$ cat src/rtl/clk_ratio_pkg.sv
package clk_ratio_pkg;
  localparam int CTRL_W  = 16;
  localparam int CODE_W  = 3;
  localparam int MAX_DIV = 8;
  localparam int DIV_W   = $clog2(MAX_DIV + 1);
  localparam int CNT_W   = $clog2(MAX_DIV);

  typedef enum logic {TBL_CORE = 1'b0, TBL_PERIPH = 1'b1} tbl_kind_e;

  function automatic logic [DIV_W-1:0] core_ratio(input logic [CODE_W-1:0] code);
    case (code)
      3'd0: core_ratio = DIV_W'(1);
      3'd1: core_ratio = DIV_W'(2);
      3'd2: core_ratio = DIV_W'(3);
      3'd3: core_ratio = DIV_W'(4);
      3'd4: core_ratio = DIV_W'(5);
      default: core_ratio = DIV_W'(MAX_DIV);
    endcase
  endfunction

  function automatic logic [DIV_W-1:0] periph_ratio(input logic [CODE_W-1:0] code);
    case (code)
      3'd0: periph_ratio = DIV_W'(2);
      3'd1: periph_ratio = DIV_W'(3);
      3'd2: periph_ratio = DIV_W'(4);
      3'd3: periph_ratio = DIV_W'(6);
      default: periph_ratio = DIV_W'(MAX_DIV);
    endcase
  endfunction
endpackage

$ cat src/rtl/ctrl_word_reg.sv
module ctrl_word_reg #(
  parameter int W = clk_ratio_pkg::CTRL_W
) (
  input  logic         clk,
  input  logic         rst,
  input  logic         wr_en,
  input  logic [W-1:0] wr_data,
  output logic [W-1:0] word_q
);
  always_ff @(posedge clk) begin
    if (rst)        word_q <= '0;
    else if (wr_en) word_q <= wr_data;
  end

  // a strobe loads the data, no strobe holds the word
  p_write_load_r2: assert property (@(posedge clk) disable iff (rst)
    wr_en |=> (word_q == $past(wr_data)));
  p_word_hold_r2: assert property (@(posedge clk) disable iff (rst)
    !wr_en |=> $stable(word_q));
endmodule

$ cat src/rtl/ratio_decode.sv
module ratio_decode
  import clk_ratio_pkg::*;
#(
  parameter tbl_kind_e KIND = TBL_CORE
) (
  input  logic [CODE_W-1:0] code,
  output logic [DIV_W-1:0]  ratio
);
  generate
    if (KIND == TBL_PERIPH) begin : g_periph
      always_comb ratio = periph_ratio(code);
    end else begin : g_core
      always_comb ratio = core_ratio(code);
    end
  endgenerate
endmodule

$ cat src/rtl/en_divider.sv
module en_divider
  import clk_ratio_pkg::*;
#(
  parameter int RST_DIV = 1
) (
  input  logic             clk,
  input  logic             rst,
  input  logic [DIV_W-1:0] div_req,
  output logic             en_q
);
  logic [CNT_W-1:0] cnt;
  logic [DIV_W-1:0] div_act;
  logic             term;

  assign term = (cnt == '0);

  always_ff @(posedge clk) begin
    if (rst) begin
      cnt     <= '0;
      div_act <= DIV_W'(RST_DIV);
      en_q    <= 1'b0;
    end else begin
      en_q <= term;
      if (term) begin
        div_act <= div_req;
        cnt     <= CNT_W'(div_req - DIV_W'(1));
      end else begin
        cnt <= cnt - CNT_W'(1);
      end
    end
  end

  p_div_nonzero_r7: assert property (@(posedge clk) disable iff (rst)
    div_req != '0);
  p_cnt_in_range_r7: assert property (@(posedge clk) disable iff (rst)
    DIV_W'(cnt) < div_act);
  p_pulse_at_term_r7: assert property (@(posedge clk) disable iff (rst)
    term |=> en_q);
  p_quiet_mid_r7: assert property (@(posedge clk) disable iff (rst)
    !term |=> !en_q);
  p_latch_at_term_r8: assert property (@(posedge clk) disable iff (rst)
    !term |=> $stable(div_act));
  p_div1_high_r6: assert property (@(posedge clk) disable iff (rst)
    (div_act == DIV_W'(1) && div_req == DIV_W'(1)) |=> en_q);
endmodule

$ cat src/rtl/clk_ratio_ctrl.sv
module clk_ratio_ctrl
  import clk_ratio_pkg::*;
#(
  parameter int CORE_LSB = 6,
  parameter int BUS_LSB  = 3,
  parameter int PER_LSB  = 0
) (
  input  logic              clk,
  input  logic              rst,
  input  logic              wr_en,
  input  logic [CTRL_W-1:0] wr_data,
  output logic [CTRL_W-1:0] ctrl_rd,
  output logic              core_en,
  output logic              bus_en,
  output logic              per_en
);
  localparam int NUM_OUT = 3;
  localparam int FIELD_LSB [NUM_OUT] = '{CORE_LSB, BUS_LSB, PER_LSB};

  logic [CTRL_W-1:0] word_q;
  logic [DIV_W-1:0]  ratio [NUM_OUT];
  logic [NUM_OUT-1:0] en_vec;

  ctrl_word_reg #(.W(CTRL_W)) u_word (
    .clk(clk), .rst(rst), .wr_en(wr_en), .wr_data(wr_data), .word_q(word_q)
  );

  generate
    for (genvar i = 0; i < NUM_OUT; i++) begin : g_out
      localparam tbl_kind_e KIND = (i == NUM_OUT - 1) ? TBL_PERIPH : TBL_CORE;
      localparam int        RDIV = (i == NUM_OUT - 1) ? 2 : 1;

      ratio_decode #(.KIND(KIND)) u_dec (
        .code (word_q[FIELD_LSB[i] +: CODE_W]),
        .ratio(ratio[i])
      );

      en_divider #(.RST_DIV(RDIV)) u_div (
        .clk(clk), .rst(rst), .div_req(ratio[i]), .en_q(en_vec[i])
      );
    end
  endgenerate

  assign ctrl_rd = word_q;
  assign core_en = en_vec[0];
  assign bus_en  = en_vec[1];
  assign per_en  = en_vec[2];

  // enables stay quiet while reset is held
  p_quiet_in_reset_r1: assert property (@(posedge clk)
    rst |=> (en_vec == '0 && ctrl_rd == '0));
endmodule

$ cat config.mk
export PLATFORM = sky130hd
export DESIGN_NAME = clk_ratio_ctrl
export DESIGN_NICKNAME = d
export VERILOG_FILES = /design/src/rtl/clk_ratio_pkg.sv /design/src/rtl/ctrl_word_reg.sv /design/src/rtl/ratio_decode.sv /design/src/rtl/en_divider.sv /design/src/rtl/clk_ratio_ctrl.sv
export SDC_FILE = /design/constraint.sdc
export NUM_CORES = 1
export LEC_CHECK = 0
export BUFFER_PORTS_ARGS = -buffer_cell sky130_fd_sc_hd__buf_2
export CORE_ASPECT_RATIO = 0.8
export CORE_MARGIN = 3
export CORE_UTILIZATION = 44
export DETAILED_ROUTE_END_ITERATION = 12
export PLACE_DENSITY = 0.74
export SLEW_MARGIN = 20
export SYNTH_ARGS = -nofsm -noshare
export SYNTH_HDL_FRONTEND = slang
export SYNTH_SLANG_ARGS = --single-unit
$ cat constraint.sdc
create_clock -name clk -period 1.7 [get_ports clk]
set_input_delay 0.255 -clock clk [delete_from_list [all_inputs] [get_ports clk]]
set_output_delay 0.255 -clock clk [all_outputs]
set_load 0.05 [all_outputs]
* After elaboration in Yosys (flattened, before gate mapping)
Index checks and enable logic that the tools add are counted.
** Operators by class
- Equality and inequality tests :: 11
- Multiply operators :: 0
- Order comparisons :: 0
- Shift-type cells :: 0
- Mux-type cells :: 6
- Reductions and logical operators :: 6
- $add $sub $neg :: 6
- Divide/modulo/power cells :: 0
- Bitwise operators :: 0
** Operators with widths (number)
- 3-bit case mux with 5 select lines :: 2
- 3-bit by 2-bit == test with 1-bit output (second input constant) :: 6
- 3-bit logical NOT :: 6
- 3-bit by 1-bit subtractor with 3-bit output (second input constant) :: 6
- 3-bit case mux with 4 select lines :: 1
- 3-bit by 1-bit == test with 1-bit output (second input constant) :: 3
- 3-bit 2-to-1 mux :: 3
- 3-bit == test (second input constant) :: 2
** Word-level totals
- Bits in latches :: 0
- Bits in writable memories :: 0
- Register bits after elaboration :: 28
- Bits of input ports :: 19
- Memory bits (read-only) :: 0
- Word-level logic and storage cells :: 36
- Output and inout port bits :: 19
- Memories kept :: 0

* Logic depth before layout (Yosys ltp)
Gate-level depths: netlist of the first run.
- Depth in word-level cells :: 4
- Mapped depth :: 6
- Mapped depth without buffers :: 6

* Cells and area by module
From an unflattened synthesis of the first run, not the netlist that was laid out.
** Unflattened totals
- Cells, all modules :: 119
- Area total of the unflattened synthesis :: 1179.9 µm²
** By module, submodules not included
- ctrl_word_reg :: area an instance 580.6 µm², cells an instance 52, times used 1, seq. area each 320.3 µm²
- en_divider :: area an instance 162.7 µm², cells an instance 16, times used 3, seq. area each 80.1 µm²
- ratio_decode (g_out[0].u_dec ...) :: area an instance 41.3 µm², cells an instance 7, times used 2, seq. area each 0.0 µm²
- ratio_decode (g_out[2].u_dec) :: area an instance 28.8 µm², cells an instance 5, times used 1, seq. area each 0.0 µm²

* Worst setup path after synthesis of the first run
OpenSTA, ideal clock, no wires.
- Path type :: flip-flop to flip-flop
- Start point :: reg u_word.word_q[5]
- End point :: reg g_out[1].u_div.cnt[2]
- Path buffers :: 0
- Clock period less this slack :: 1960 ps
- Cell stages (with the launch flop) :: 7
- Data arrival time :: 1833 ps
- Path slack :: -260 ps
- Setup time :: 127 ps
- Required time :: 1573 ps
- Cells stage by stage :: dfxtp_1 -> a2111oi_0 -> nor2_1 -> ha_1 -> nand2b_1 -> o31ai_1 -> or3b_1
** On the way
- Longest elaborated chain between the ends :: 4
- Elaborated cells between the ends (all ways) :: 8
- Classes of those cells :: add/sub: 1; eq/ne: 4; mux: 2; reduce/logical: 1
** Ends and longest elaborated chain
- start: declaration :: RTL line ctrl_word_reg.sv:8 : output logic [W-1:0] word_q
- start signal: assignment :: RTL line ctrl_word_reg.sv:12 : else if (wr_en) word_q <= wr_data;
- 3-bit == test (tied with other cells) :: RTL line clk_ratio_pkg.sv:11 : case (code)
- 3-bit case mux with 5 select lines * :: RTL line clk_ratio_pkg.sv:11
- 3-bit by 1-bit subtractor with 3-bit output * :: RTL line en_divider.sv:26 : cnt <= CNT_W'(div_req - DIV_W'(1));
- 3-bit 2-to-1 mux * :: RTL line en_divider.sv:24 : if (term) begin
- end signal: assignment :: RTL line en_divider.sv:26
- end signal: assignment :: RTL line en_divider.sv:28 : cnt <= cnt - CNT_W'(1);
- end: declaration :: RTL line en_divider.sv:11 : logic [CNT_W-1:0] cnt;
Mark *: on every way between the ends. The rest lies on a longest branch, timed or not.
A chain may end at the register's enable or synchronous reset.

* Worst setup path after layout of the first run
- Start point :: reg u_word.word_q[7]
- End point :: reg g_out[0].u_div.cnt[2]
** On the way
- Longest elaborated chain between the ends :: 4
- Elaborated cells between the ends (all ways) :: 8
- Classes of those cells :: add/sub: 1; eq/ne: 4; mux: 2; reduce/logical: 1
** Ends and longest elaborated chain (RTL line)
- 3-bit == test (tied with other cells) :: clk_ratio_pkg.sv:11
- 3-bit case mux with 5 select lines * :: clk_ratio_pkg.sv:11
- 3-bit by 1-bit subtractor with 3-bit output * :: en_divider.sv:26
- 3-bit 2-to-1 mux * :: en_divider.sv:24
- end signal: assignment :: en_divider.sv:26
- end signal: assignment :: en_divider.sv:28
- end: declaration :: en_divider.sv:11
Marks and branches as above.

==> summary.md, run 1 <==
| Metric | Value |
|---|---|
| Worst Hold Class | input pin to flip-flop |
| Crit path buf inv count | 0 |
| Pwr dens | 1330 nW/um^2 |
| Main synth FF type | dfxtp_1 |
| Crit share post-route | 99.8% |
| Static leakage | 0.726 nW |
| Synth async-reset ratio | 0% |
| Synth cell count leaders | 28 x dfxtp_1, 23 x nor2_1, 16 x mux2i_1 |
| Share of post-route cells with drive strength above 1 | 39.9% |
| Final hold slack | 0.141 ns |
| Antenna cells | 0 |
| Synth Instances | 116 |
| Die area | 3290 sq um |
| CP top delay family | simple AND/OR/NAND/NOR gates |
| EDFF count, synth | 0 |
| Nets | 181 |
| Multi-input logic area | 623 sq um |
| Vias in the first global route | 951 |
| DRC errors left | 0 |
| Crit end category | flip-flop |
| CP Data Arrival Time | 1.99 ns |
| Std cell rows | 15 |
| Area leader, netlist | dfxtp_1 |
| Synth Warn # | 0 |
| Clock skew | 0.00852 ns |
| Post-DP HPWL | 1790 microns |
| Initial Utilization | 49.8% |
| First-pass GRT wire length | 4000 microns |
| Clock tree root driver cell | clkbuf_4 |
| Worst VDD drop | 0.677 mV |
| Pin count of the biggest net entering global routing | 24 |
| Worst Path Required | 2.00 ns |
| Cell Chain, Critical Path | a2111oi_4, nor2_1, ha_2, or3b_1, o31ai_2, or3b_1 |
| Max-cap violations | 0 |
| CTS Hold Bufs | 0 |
| Mapped Area | 1160 sq um |
| Setup CP Type | flip-flop to flip-flop |
| Routed Antenna Nets | 0 |
| Clock Sinks | 28 |
| Tmin final | 1.70 ns |
| Clk buf depth | 2 |
| Syn_area_per_cell | 9.99 sq um |
| CTS buffer count | 3 |
| Util after Layout | 65.6% |
| Total track usage | 15.4% |
| #FFs+latches synth | 28 |
| Antenna violations before repair | 0 |
| Critical-path maximum fanout | 4 |
| Fillers | 204 |
| Final slew viol count | 0 |
| Hold Vio Cnt, Final | 0 |
| P&R area growth vs syn | 31.7% |
| I/O Buffers | 37 |
| Register area | 578 sq um |
| I/O pins | 38 |
| Share of the synthesized area in the top cell type | 48.4% |
| Netlist cell types | 20 |
| Via count | 1,031 |
| RSZ-0062 raised after global routing | true |
| Core Area | 2330 sq um |
| Relative max-transition margin | 68.3% |
| Most numerous cell in the Yosys netlist | dfxtp_1 |
| DRT iter0 DRCs | 42 |
| Die W | 63.4 microns |
| Worst Setup Start Kind | flip-flop |
| Final setup viols | 0 |
| Die Y | 51.9 microns |
| Overflow after GRT | 0 |
| Synth top area cells | dfxtp_1 48%, mux2i_1 14%, nor2_1 7.5%, nor4_1 4.3%, ha_1 3.2% |
| Worst slew pin tran | 0.468 ns |
| WL/cell | 13.9 microns |
| Gpl congestion | 0.825 |
| Seq/Total Area, Yosys | 48.4% |
| Avg Vias per Cell | 5.37 |
| Htree depth | 1 |
| DR pass1 iterations | 4 |
| Outcome | finished clean |
| Synth Net Count | 138 |
| Crit-path max cell delay | 0.40 ns |
| Final WL | 2670 microns |
| Worst-Skew Late Latency | 0.33 ns |
| Max Clock Freq | 590 MHz |
| CTS tree | built |
| Clock transition at the registers of the reported paths | 0.16 ns |
| Slowest library cell on the worst path | dfxtp_4 |
| CP most frequent cell | or3b_1 |
worst reg2reg max path, cell delays in order (launching register included):
cell       delay (ns)
dfxtp_4          0.40
a2111oi_4        0.39
nor2_1           0.10
ha_2             0.21
or3b_1           0.37
o31ai_2          0.06
or3b_1           0.12
per-layer routing:
metal  track usage, %  wire [microns]  vias up
li1                 -               -      503
met1             17.4            1090      486
met2             28.1            1340       36
met3             6.48             173        6
met4             2.15              63        0
met5                0               0        -
flip-flops by register name (all words and copies together) (netlist names):
register and cells:
u_word.word_q 16, g_out.u_div.cnt 9, g_out.u_div.en_q 3
area by class of cell:
class | count | area share (%)
clock buffers | 3 | 1.48
clock inverters | 1 | 1.97
multi-input cells | 83 | 40.8
flip-flops and latches | 28 | 37.9
well taps | 34 | 2.79
repair buffers | 43 | 15.1
stage by stage:
stage | power (mW) | area [sq um] | std cells | worst slack, ns | setup TNS, ns
floorplan | 1.38 | 1200 | 116 | 0.00820 | 0
detailed placement | 1.52 | 1410 | 183 | 0.0338 | 0
CTS | 1.95 | 1460 | 187 | 0.0311 | 0
global placement | 1.49 | 1410 | 183 | 0.0907 | 0
global route | 2.15 | 1530 | 192 | -0.115 | -0.116
finish | 2.03 | 1530 | 192 | 0.00406 | 0
report_power, final:
part | internal, mW | switching, mW
Combinational | 0.299 | 0.374
Clock | 0.239 | 0.200
Sequential | 0.772 | 0.141
Total | 1.31 | 0.716
kinds of logic (layout without fill, tap and decap cells):
| kind of cell | after synthesis | after routing | share of synthesized area, % |
|---|---|---|---|
| simple gates | 51 | 51 | 24.4 |
| buf+inv | 5 | 47 | 2.59 |
| flops | 28 | 28 | 48.4 |
| xor+xnor | 2 | 2 | 1.51 |
| compound gates | 11 | 11 | 6.05 |
| mux | 16 | 16 | 13.8 |
| fa+ha+maj | 3 | 3 | 3.24 |
layout by cell type, fill, tap and decap left out, drive strengths merged:
cell	instances
dfxtp	28
o21a	1
o21ai	2
clkbuf	3
nand2b	3
bufinv	1
a21oi	4
nor2b	1
and3b	2
buf	43
nor4b	1
o31ai	2
nor3	7
nor2	23
nor4	8
nor3b	2
xor2	2
a2111oi	2
or3b	4
mux2i	16
ha	3
final timing paths:
kind	startpoint	endpoint	slack, ns	cells past startpoint
max	u_word.word_q[7]	g_out[0].u_div.cnt[2]	0.004	6
min	wr_data[12]	u_word.word_q[12]	0.14	3
max reg2reg	u_word.word_q[7]	g_out[0].u_div.cnt[2]	0.004	6
min reg2reg	u_word.word_q[13]	u_word.word_q[13]	0.50	2
repair_timing:
item,in CTS,in global routing
setup buffers,0,5
resized for setup,0,9
setup endpoints to repair,0,2
(Power assumes the default switching activity.)
==> inputs of run 2 (changes only) <==
Settings changed: CORE_UTILIZATION 44 to 52, PLACE_DENSITY 0.74 to 0.82.
Clock period 1.7 ns to 2 ns, I/O delays scaled along.
==> run 2 against run 1 <==
Net effect:
- die area decreased by 14%
- via count down 5.7%
- combinational power down 28%
- final cell count is 7.8% lower
- final area is 8.6% lower
- sequential power fell by 18%
- global-route usage increased by 1.8 points
- critical path depth unchanged
- flip-flop and latch count stayed put
- routed wire length shrank 14%
- first-iteration DRC count shrank 83%
==> summary.md, run 2 (synthesized netlist as in run 1, its figures left out) <==
| Metric | Value |
|---|---|
| Initial Utilization | 58.0% |
| Non-Filler Instances | 177 |
| Routed Antenna Nets | 0 |
| Setup_tns | 0 ns |
| Worst VDD drop | 0.763 mV |
| Antenna cells | 0 |
| CTS buffer count | 3 |
| Avg Vias per Cell | 5.49 |
| Clock tree root driver cell | clkbuf_4 |
| Cell Chain, Critical Path | a2111oi_1, nor2_1, ha_1, nand2b_1, o31ai_1, or3b_1 |
| Critical-path maximum fanout | 6 |
| Overflow after GRT | 0 |
| CP Data Arrival Time | 2.06 ns |
| Share of post-route cells with drive strength above 1 | 29.4% |
| Htree depth | 1 |
| DR pass1 iterations | 4 |
| Gpl congestion | 0.710 |
| Crit end category | flip-flop |
| Placed insts | 173 |
| Postcts setup bufs | 0 |
| Register area | 561 sq um |
| I/O Buffers | 37 |
| Final Power | 1.51 mW |
| Core Area | 2000 sq um |
| Post-DP HPWL | 1670 microns |
| CTS tree | built |
| Antenna violations before repair | 0 |
| Max Clock Freq | 548 MHz |
| Commonest non-fill, non-tap cell in the layout | buf_2 |
| Via count | 972 |
| Hold Vio Cnt, Final | 0 |
| P&R area growth vs syn | 20.4% |
| Outcome | finished clean |
| Die area | 2830 sq um |
| Crit-path max cell delay | 0.50 ns |
| DRC errors left | 0 |
| Pin count of the biggest net entering global routing | 25 |
| RSZ-0062 raised after global routing | false |
| Max reg flops | 16 |
| I/O pins | 38 |
| Regs by FF count | u_word.word_q (16), g_out.u_div.cnt (9), g_out.u_div.en_q (3) |
| Die Y | 48.2 microns |
| First-pass GRT wire length | 3550 microns |
| WL/cell | 13.0 microns |
| Setup CP Type | flip-flop to flip-flop |
| Static leakage | 0.683 nW |
| Nets | 176 |
| Crit share post-route | 91.2% |
| Clock transition at the registers of the reported paths | 0.14 ns |
| Clock Sinks | 28 |
| Clock skew | 0.00455 ns |
| Clk buf depth | 2 |
| Std cell rows | 14 |
| Worst Path Required | 2.24 ns |
| Worst Setup Start Kind | flip-flop |
| Total track usage | 17.2% |
| Max-cap violations | 0 |
| Relative max-transition margin | 68.0% |
| Vias in the first global route | 864 |
| DRT iter0 DRCs | 7 |
| Final slew viol count | 0 |
| Worst-Skew Late Latency | 0.33 ns |
| Final hold slack | 0.191 ns |
| Final setup viols | 0 |
| Slowest library cell on the worst path | a2111oi_1 |
| Die W | 58.8 microns |
| Final WL | 2300 microns |
| Worst Hold Class | input pin to flip-flop |
| Most flop-heavy register | u_word.word_q |
| Multi-input logic area | 576 sq um |
| Worst slew pin tran | 0.479 ns |
| Most frequent cells in the layout | 37 x buf_2, 28 x dfxtp_1, 23 x nor2_1, 16 x mux2i_1, 8 x nor4_1 |
| Fillers | 167 |
| Pwr dens | 1080 nW/um^2 |
| Tmin final | 1.82 ns |
-- run 2: cell count changes in the layout (fill, tap and decap cells not counted), sizes merged --
cell	before	now
buf	43	38
clkbuf	3	4
bufinv	1	0
-- run 2: what timing repair did --
item,in CTS,in global routing
hold buffers,0,0
setup endpoints to repair,0,2
gates resized for setup,0,3
hold endpoints to repair,0,0
-- run 2: power by group --
| part | leakage (nW) | internal, mW | total, mW | switching [mW] |
|---|---|---|---|---|
| clock | 0.0210 | 0.112 | 0.276 | 0.164 |
| combinational | 0.430 | 0.193 | 0.482 | 0.288 |
| sequential | 0.232 | 0.653 | 0.750 | 0.0975 |
-- run 2: per-layer routing --
metal / GRT usage [%] / part of all wire, %
met1: 18.0 / 43
met2: 31.7 / 49
met3: 5.56 / 6.2
met4: 9.50 / 1.3
met5: 0 / 0
-- run 2: worst paths after layout --
check	startpoint	endpoint	slack [ns]	cells after the start
min reg2reg	g_out[2].u_div.cnt[0]	g_out[2].u_div.en_q	0.50	1
max reg2reg	u_word.word_q[8]	g_out[0].u_div.cnt[2]	0.18	6
min	wr_data[0]	u_word.word_q[0]	0.19	3
max	u_word.word_q[8]	g_out[0].u_div.cnt[2]	0.18	6
-- run 2: metrics by stage --
| step | utilization, % | cell area (sq um) | setup WS, ns |
|---|---|---|---|
| CTS | 69.5 | 1390 | 0.0321 |
| global placement | 67.7 | 1350 | 0.203 |
| floorplan | - | 1160 | 0.0403 |
| global route | 69.9 | 1400 | 0.00990 |
| detailed placement | 67.7 | 1350 | 0.0407 |
| finish | 69.9 | 1400 | 0.175 |
-- run 2: cell type report --
cell class                      instances  share of cell area [%]
Clock buffer                            4                    2.60
Multi-Input combinational cell         83                    41.3
Sequential cell                        28                    40.2
Tap cell                               24                    2.15
Timing Repair Buffer                   38                    13.8
-- run 2: critical path: cells and delay by family (launching register included) --
family                     cells  cell delay, ns
and+or+nand+nor                3            0.56
DFF                            1            0.38
adders and majority gates      1            0.22
AOI/OAI and AO/OA              2            0.57
==> inputs of run 3 (changes only) <==
Settings changed: REMOVE_ABC_BUFFERS from default to 1, SKIP_LAST_GASP from default to 1.
==> run 3 against run 2 <==
Net effect:
- final area increased by 1.3%
- via count decreased by 0.10%
- count of clock-buffer cells in the layout decreased by 1
- critical path depth unchanged
- fmax decreased by 6.9%
- global-route usage increased by 0.35 points
- clock power increased by 36%
- sequential share of layout area decreased by 0.53 points
- largest power group unchanged
- highest routed layer is now met3
==> summary.md, run 3 (synthesized netlist as in run 1, its figures left out) <==
| Metric | Value |
|---|---|
| Final hold slack | 0.191 ns |
| First-pass GRT wire length | 3750 microns |
| Antenna violations before repair | 0 |
| Critical-path maximum fanout | 5 |
| Share of post-route cells with drive strength above 1 | 29.2% |
| Clock transition at the registers of the reported paths | 0.15 ns |
| Core Area | 2000 sq um |
| I/O Buffers | 37 |
| Setup CP Type | flip-flop to flip-flop |
| Vias in the first global route | 870 |
| Worst r2r path cells | 6 |
| Worst VDD drop | 0.794 mV |
| Routed Antenna Nets | 0 |
| Antenna cells | 0 |
| Commonest non-fill, non-tap cell in the layout | buf_2 |
| Via count | 971 |
| Die W | 58.8 microns |
| RSZ-0062 raised after global routing | true |
| Overflow after GRT | 0 |
| Pwr dens | 1140 nW/um^2 |
| Final WL | 2390 microns |
| Post-placement cell area | 1360 sq um |
| Regs by FF count | u_word.word_q (16), g_out.u_div.cnt (9), g_out.u_div.en_q (3) |
| DR pass1 iterations | 4 |
| Clk buf depth | 2 |
| Pin count of the biggest net entering global routing | 26 |
| Cell Chain, Critical Path | a2111oi_1, nor2_1, ha_1, nand2b_1, o31ai_1, or3b_1 |
| CP top delay family | compound AO/OA/AOI/OAI gates |
| R2R setup slack | 0.04 ns |
| Crit path buf inv count | 0 |
| Setup_tns | 0 ns |
| Crit-path max cell delay | 0.58 ns |
| Die area | 2830 sq um |
| Worst Path Required | 2.23 ns |
| WL/cell | 13.4 microns |
| Worst slew pin tran | 0.577 ns |
| Slowest library cell on the worst path | a2111oi_1 |
| Die Y | 48.2 microns |
| Std cell rows | 14 |
| Worst Setup Start Kind | flip-flop |
| Post-DP HPWL | 1690 microns |
| I/O pins | 38 |
| Most flop-heavy register | u_word.word_q |
| Clock Sinks | 28 |
| Clock tree root driver cell | clkbuf_4 |
| Max Clock Freq | 510 MHz |
| DRT iter0 DRCs | 28 |
| Relative max-transition margin | 61.4% |
| Final slew viol count | 0 |
| Htree depth | 1 |
| Tmin final | 1.96 ns |
| Initial Utilization | 58.0% |
| CP Data Arrival Time | 2.19 ns |
| FF-to-FF End | g_out[1].u_div.cnt[2] |
| Static leakage | 0.693 nW |
| Final setup viols | 0 |
| Max-cap violations | 0 |
| Clock skew | 0.00284 ns |
| Worst-Skew Late Latency | 0.33 ns |
| Nets | 177 |
| WHS Endpoint | u_word.word_q[15] |
| Worst Hold Class | input pin to flip-flop |
| Most frequent cells in the layout | 37 x buf_2, 28 x dfxtp_1, 23 x nor2_1, 16 x mux2i_1, 8 x nor4_1 |
| Hold_sp | wr_data[15] |
| Max reg flops | 16 |
| Worst hold path stage count | 3 |
| P&R area growth vs syn | 22.0% |
| Total track usage | 17.6% |
| Crit share post-route | 98.0% |
| Avg Vias per Cell | 5.46 |
| Reg-to-Reg Start | g_out[1].u_div.cnt[1] |
| Outcome | finished clean |
| DRC errors left | 0 |
| Gpl congestion | 0.761 |
| Crit end category | flip-flop |
| Postcts setup bufs | 0 |
| CTS buffer count | 3 |
| Final instance area | 1410 sq um |
| CTS tree | built |
| Hold Vio Cnt, Final | 0 |
run 3: cell types whose count changed in the layout (fill, tap and decap cells not counted), sizes merged:
cell	previous run	this run
buf	38	39
bufinv	0	1
clkbuf	4	3
run 3: tightest hold or removal path, stage by stage:
cell,delay [ns]
buf_2,0.07
mux2i_1,0.06
nor2_1,0.07
run 3: area by class of cell:
cell class | instances | area, sq um
multi-input cells | 83 | 571
clock inverters | 1 | 30.0
clock buffers | 3 | 22.5
fillers | 157 | 583
well taps | 24 | 30.0
flip-flops and latches | 28 | 561
repair buffers | 39 | 200
run 3: report_power, final:
part	switching, mW	internal [mW]
clock	0.172	0.203
sequential	0.101	0.653
combinational	0.299	0.191
total	0.572	1.05
run 3: per-stage QoR:
| step | std cells | util (%) | power, mW | worst slack [ns] |
|---|---|---|---|---|
| after CTS | 178 | 70.7 | 1.61 | 0.0227 |
| final | 178 | 70.8 | 1.62 | 0.0390 |
| after detailed placement | 174 | 68.0 | 1.24 | 0.0443 |
| after global routing | 178 | 70.8 | 1.71 | -0.0685 |
| after floorplan | 111 | - | 1.10 | 0.0403 |
| after global placement | 174 | 68.0 | 1.21 | 0.208 |
run 3: metal layers:
| metal | GRT usage [%] | share of wire [%] | wire (microns) | vias up |
|---|---|---|---|---|
| met5 | 0 | 0 | 0 | - |
| met4 | 2.71 | 0 | 0 | 0 |
| met3 | 6.88 | 6.5 | 156 | 0 |
| met2 | 30.4 | 49 | 1160 | 31 |
| met1 | 21.5 | 45 | 1080 | 449 |
| li1 | - | - | - | 491 |
run 3: what timing repair did:
item                       CTS  global route
resized for setup            0             2
setup endpoints to repair    0             2
hold buffers                 0             0
run 3: how the worst max path moves through the flow:
stage | slack [ns] | to | startpoint | cells past startpoint
3_3_place_gp | 0.21 | g_out[0].u_div.cnt[2] | u_word.word_q[8] | 6
6_report | 0.04 | g_out[1].u_div.cnt[2] | g_out[1].u_div.cnt[1] | 6
5_1_grt | -0.07 | g_out[1].u_div.cnt[2] | u_word.word_q[4] | 6
3_5_place_dp | 0.04 | g_out[0].u_div.cnt[2] | u_word.word_q[8] | 6
4_1_cts | 0.02 | g_out[0].u_div.cnt[2] | u_word.word_q[8] | 6
2_1_floorplan | 0.04 | g_out[1].u_div.cnt[2] | u_word.word_q[5] | 6
